**config.mk**
```make
export PLATFORM = sky130hd
export DESIGN_NAME = bist_data_src
export DESIGN_NICKNAME = d
export VERILOG_FILES = /design/src/rtl/bist_pkg.sv /design/src/rtl/bist_en_toggler.sv /design/src/rtl/bist_lfsr.sv /design/src/rtl/bist_data_mux.sv /design/src/rtl/bist_data_src.sv
export SDC_FILE = /design/constraint.sdc
export NUM_CORES = 1
export LEC_CHECK = 0
export BUFFER_PORTS_ARGS = -buffer_cell sky130_fd_sc_hd__buf_2
export CAP_MARGIN = 20
export CELL_PAD_IN_SITES_DETAIL_PLACEMENT = 0
export CELL_PAD_IN_SITES_GLOBAL_PLACEMENT = 2
export CORE_MARGIN = 2
export CORE_UTILIZATION = 27
export DETAILED_ROUTE_END_ITERATION = 12
export PLACE_DENSITY = 0.8
export SLEW_MARGIN = 15
export SYNTH_ARGS = -nofsm -noshare
export SYNTH_HDL_FRONTEND = slang
export SYNTH_SLANG_ARGS = --single-unit
```
**constraint.sdc**
```tcl
create_clock -name clk -period 1.17 [get_ports clk]
set_input_delay 0.234 -clock clk [delete_from_list [all_inputs] [get_ports clk]]
set_output_delay 0.234 -clock clk [all_outputs]
set_load 0.05 [all_outputs]
```
**src/rtl/bist_pkg.sv**
```systemverilog
package bist_pkg;

  typedef enum logic [1:0] {
    SRC_ADC   = 2'd0,
    SRC_NEGFS = 2'd1,
    SRC_PRBS  = 2'd2
  } src_sel_e;

  function automatic src_sel_e pick_src(input logic test_en, input logic prbs_sel);
    if (!test_en)      return SRC_ADC;
    else if (prbs_sel) return SRC_PRBS;
    else               return SRC_NEGFS;
  endfunction

endpackage

```
**src/rtl/bist_en_toggler.sv**
```systemverilog
module bist_en_toggler (
  input  logic clk,
  input  logic rst,
  input  logic ilv_emul,
  input  logic adc_en,
  output logic en_int
);
  logic phase_q;

  always_ff @(posedge clk) begin
    if (rst)           phase_q <= 1'b0;
    else if (ilv_emul) phase_q <= ~phase_q;
    else               phase_q <= 1'b0;
  end

  assign en_int = ilv_emul ? phase_q : adc_en;
endmodule

```
**src/rtl/bist_lfsr.sv**
```systemverilog
module bist_lfsr #(
  parameter int          LFSR_W = 15,
  parameter int          TAP_HI = 15,
  parameter int          TAP_LO = 14,
  parameter logic [14:0] SEED   = 15'h0001
) (
  input  logic              clk,
  input  logic              rst,
  input  logic              adv,
  output logic [LFSR_W-1:0] state
);
  logic [LFSR_W-1:0] state_q;
  logic              fb;

  assign fb = state_q[TAP_HI-1] ^ state_q[TAP_LO-1];

  always_ff @(posedge clk) begin
    if (rst)      state_q <= LFSR_W'(SEED);
    else if (adv) state_q <= {state_q[LFSR_W-2:0], fb};
  end

  assign state = state_q;
endmodule

```
**src/rtl/bist_data_mux.sv**
```systemverilog
module bist_data_mux #(
  parameter int DATA_W = 14,
  parameter int LFSR_W = 15
) (
  input  logic                clk,
  input  logic                rst,
  input  bist_pkg::src_sel_e  src,
  input  logic [DATA_W-1:0]   adc_data,
  input  logic [LFSR_W-1:0]   prbs_state,
  input  logic                en_int,
  output logic [DATA_W-1:0]   bus_data,
  output logic                bus_en
);
  localparam logic [DATA_W-1:0] NEG_FS = {1'b1, {(DATA_W-1){1'b0}}};

  logic [DATA_W-1:0] prbs_word;
  logic [DATA_W-1:0] mux_d;

  generate
    if (DATA_W <= LFSR_W) begin : g_slice
      assign prbs_word = prbs_state[DATA_W-1:0];
    end else begin : g_pad
      assign prbs_word = {{(DATA_W-LFSR_W){1'b0}}, prbs_state};
    end
  endgenerate

  always_comb begin
    unique case (src)
      bist_pkg::SRC_NEGFS: mux_d = NEG_FS;
      bist_pkg::SRC_PRBS:  mux_d = prbs_word;
      default:             mux_d = adc_data;
    endcase
  end

  always_ff @(posedge clk) begin
    if (rst) begin
      bus_data <= '0;
      bus_en   <= 1'b0;
    end else begin
      bus_data <= mux_d;
      bus_en   <= en_int;
    end
  end
endmodule

```
**src/rtl/bist_data_src.sv**
```systemverilog
module bist_data_src #(
  parameter int          DATA_W = 14,
  parameter int          LFSR_W = 15,
  parameter int          TAP_HI = 15,
  parameter int          TAP_LO = 14,
  parameter logic [14:0] SEED   = 15'h0001
) (
  input  logic              clk,
  input  logic              rst,
  input  logic [DATA_W-1:0] adc_data,
  input  logic              adc_en,
  input  logic              test_en,
  input  logic              prbs_sel,
  input  logic              ilv_emul,
  output logic [DATA_W-1:0] bus_data,
  output logic              bus_en
);
  logic               en_int;
  logic [LFSR_W-1:0]  prbs_state;
  bist_pkg::src_sel_e src;

  assign src = bist_pkg::pick_src(test_en, prbs_sel);

  bist_en_toggler u_tog (
    .clk      (clk),
    .rst      (rst),
    .ilv_emul (ilv_emul),
    .adc_en   (adc_en),
    .en_int   (en_int)
  );

  bist_lfsr #(
    .LFSR_W (LFSR_W),
    .TAP_HI (TAP_HI),
    .TAP_LO (TAP_LO),
    .SEED   (SEED)
  ) u_lfsr (
    .clk   (clk),
    .rst   (rst),
    .adv   (en_int),
    .state (prbs_state)
  );

  bist_data_mux #(
    .DATA_W (DATA_W),
    .LFSR_W (LFSR_W)
  ) u_mux (
    .clk        (clk),
    .rst        (rst),
    .src        (src),
    .adc_data   (adc_data),
    .prbs_state (prbs_state),
    .en_int     (en_int),
    .bus_data   (bus_data),
    .bus_en     (bus_en)
  );
endmodule

```
==> impl_summary.log <==
[metrics] power per unit of standard cell area: 1650 nW/um2
[metrics] number of port buffers: 34
[metrics] clock latency on the worst-skew pair: 0.28 ns
[metrics] growth of design area from synthesis to finish: 30.4%
[metrics] total power: 2.44 mW
[metrics] number of top-level pins: 35
[metrics] post-route clock skew: 0.00424 ns
[metrics] placeable core area: 4030 um2
[metrics] Detailed Route Iter0 Violations: 18
[metrics] top cell type by total area after synthesis: dfxtp_1
[metrics] weighted congestion at the end of routability-driven global placement: 0.665
[metrics] CTS tree: yes
[metrics] critical path class: flop to output pin
[metrics] Placement Setup Slack: 0.0368 ns
[metrics] data required time at the worst endpoint: 0.94 ns
[metrics] Total Routed Length: 2390 um
[metrics] initial standard-cell utilization of the core: 28.2%
[metrics] global-route wire length before repair: 4060 um
[metrics] area share of the largest cell type after synthesis: 54.7%
[metrics] Area contributors post-synth: dfxtp_1 55%, a21oi_1 11%, nand2_1 9.3%
[metrics] total inserted antenna cells: 0
[metrics] post-route DRC violation count: 0
[metrics] Avg Inst Size Synth: 8.60 um2
[metrics] Relative slew margins: 78.9%
[metrics] height of the chip: 68.8 um
[metrics] top cell types by occurrence after synthesis: 31 x dfxtp_1, 28 x nand2_1, 26 x a21oi_1
[metrics] count of hold buffers inserted by post-cts repair: 0
[metrics] FFs w/ async S/R, synth: 0%
[metrics] total number of vias: 991
[metrics] master of the slowest instance on the critical path: dfxtp_1
[metrics] family of cells with the greatest summed delay on the critical path: flip-flops
[metrics] Syn Std Cell Area: 1130 um2
[metrics] buffer and inverter count on the worst path: 1
[metrics] CTS Buffer Depth: 2
[metrics] worst IR drop on VDD: 0.000589 V
[metrics] post-layout instance area: 1480 um2
[metrics] Min Clock Period, post-route: 1.08 ns
[metrics] DRT antenna net count: 0
[metrics] Distinct cells, synth: 19
[metrics] number of H-tree branching levels: 2
[metrics] reg2reg path depth: 3
[metrics] post-CTS setup buffer count: 0
[metrics] cell chosen for the clock root: clkbuf_8
[metrics] flip-flop and latch count after synthesis: 31
[metrics] number of iterations in the first detailed-routing pass: 4
[metrics] type of element capturing the critical path: output pin
[metrics] number of standard cells after synthesis: 132
[metrics] final-stage net count: 188
[metrics] syn_nets: 152
[metrics] overall track demand over capacity in global routing: 11.8%
[metrics] worst hold stages: 3
[metrics] Sink Count: 31
[metrics] placed instance area: 1360 um2
[metrics] unrepaired setup endpoints after global routing: no
[metrics] residual overflow from global routing: 0
[metrics] sequential fraction of the synthesis area: 54.7%
[metrics] highest clock frequency the design can meet: 0.923 GHz
[metrics] via/cell ratio: 4.53
[metrics] number of resized instances in the post-cts repair step: 0
[metrics] Worst Path Arrival: 0.85 ns
[metrics] total half-perimeter wirelength after legalization and detailed placement: 1680 um
[metrics] Post-synth top flop: dfxtp_1
[metrics] max capacitance violation total: 0
[metrics] Yosys warning total: 0
[metrics] status: finished, final reports clean
[metrics] DIE AREA: 4740 um2
[metrics] Post-Route Hold Slack: 0.200 ns
[metrics] most common cell in the netlist: dfxtp_1
[metrics] static leakage: 0.605 nW
[metrics] transition time at the pin with the least slew margin: 0.317 ns
[metrics] count of standard-cell rows: 23
[metrics] number of antenna violations at the first check in global routing: 0
[metrics] average wire per cell in the routed design: 10.9 um
[metrics] HP Class: input port to flop
[metrics] pin count of the biggest net entering global routing: 17
[metrics] slowest cell delay on critical path: 0.32 ns
[metrics] final critical-path setup slack: 0.0867 ns
[metrics] path length in cells of the critical path: 1
[metrics] clock transition at the registers of the reported paths: 0.07 ns
[metrics] die width: 68.8 um
[metrics] highest net fanout along the worst path: 1
[metrics] cell breakdown of the critical path: buf_2
[metrics] wl on met1: 1060 um
[metrics] Final Hold Viols: 0
[metrics] amount of wire on met3 after detailed routing: 143 um
[metrics] vias in the first global route: 929
[metrics] fraction of final layout cells with drive strength greater than 1: 29.0%
[metrics] count of pins over their slew limit: 0
[metrics] highest metal used: met4
[metrics] count of endpoints failing setup in the final report: 0
[metrics] Final period util: 92.6%
[metrics] number of enable flip-flop cells after synthesis: 0
[metrics] total negative setup slack: 0 ns
[metrics] total met2 wirelength after detailed routing: 1140 um
[metrics] Critical Path Source Type: flop
[metrics] TritonCTS buffer count: 5
==> metrics by stage <==
stage	std cells	utilization (%)
floorplan	132	-
global placement	211	33.8
detailed placement	211	33.8
CTS	219	36.7
global route	219	36.7
finish	219	36.7
==> kinds of logic (layout without fill, tap and decap cells) <==
group | after synthesis | in the layout | share of synthesized area [%]
AO/OA/AOI/OAI | 29 | 29 | 13.7
XOR/XNOR | 1 | 1 | 0.772
buffers and inverters | 10 | 47 | 4.52
flip-flops | 31 | 31 | 54.7
multiplexers | 2 | 2 | 2.20
AND/OR/NAND/NOR | 59 | 59 | 24.1
==> cells in the final DEF (no fill, tap or decap) <==
cell type	instances
nor3b_1	1
nand2_1	28
mux2i_2	1
bufinv_16	1
a311oi_1	1
buf_12	1
o21bai_1	1
inv_1	1
xor2_1	1
dfxtp_1	31
buf_4	3
mux2_2	1
buf_2	34
a21oi_2	1
a21oi_1	26
nor2_1	4
clkinv_2	1
nand2b_1	13
nand3_1	13
clkbuf_8	6
==> registers in the layout, indices dropped and copies added (netlist names) <==
register	flops
u_lfsr.state	15
u_tog.phase_q	1
u_mux.bus_data	14
u_mux.bus_en	1
==> final timing paths <==
check,from,endpoint,slack (ns)
min,adc_data[7],u_mux.bus_data[7]$_SDFF_PP0_,0.20
max,u_mux.bus_data[10]$_SDFF_PP0_,bus_data[10],0.09
min reg2reg,u_lfsr.state[1]$_SDFFE_PP0P_,u_lfsr.state[2]$_SDFFE_PP0P_,0.47
max reg2reg,u_tog.phase_q$_SDFF_PP0_,u_lfsr.state[0]$_SDFFE_PP1P_,0.13
==> layer usage <==
layer  vias to the layer above  GRT usage, %
li1                        510             -
met1                       454          14.0
met2                        21          18.8
met3                         6          4.87
met4                         0          5.15
met5                         -             0
==> cell type report <==
type	instances	area (um2)
clock inverter	2	35.0
inverter	1	3.75
multi-input combinational	91	463
fill	426	2550
sequential	31	621
clock buffer	6	82.6
timing repair buffer	38	213
tap	50	62.6
==> power breakdown <==
part / total, mW / switching [mW] / leakage, nW / internal (mW)
Sequential: 1.10 / 0.0120 / 0.253 / 1.09
Combinational: 0.265 / 0.180 / 0.291 / 0.0847
Clock: 1.08 / 0.389 / 0.0612 / 0.688
Total: 2.44 / 0.581 / 0.605 / 1.86
(Power assumes the default switching activity.)
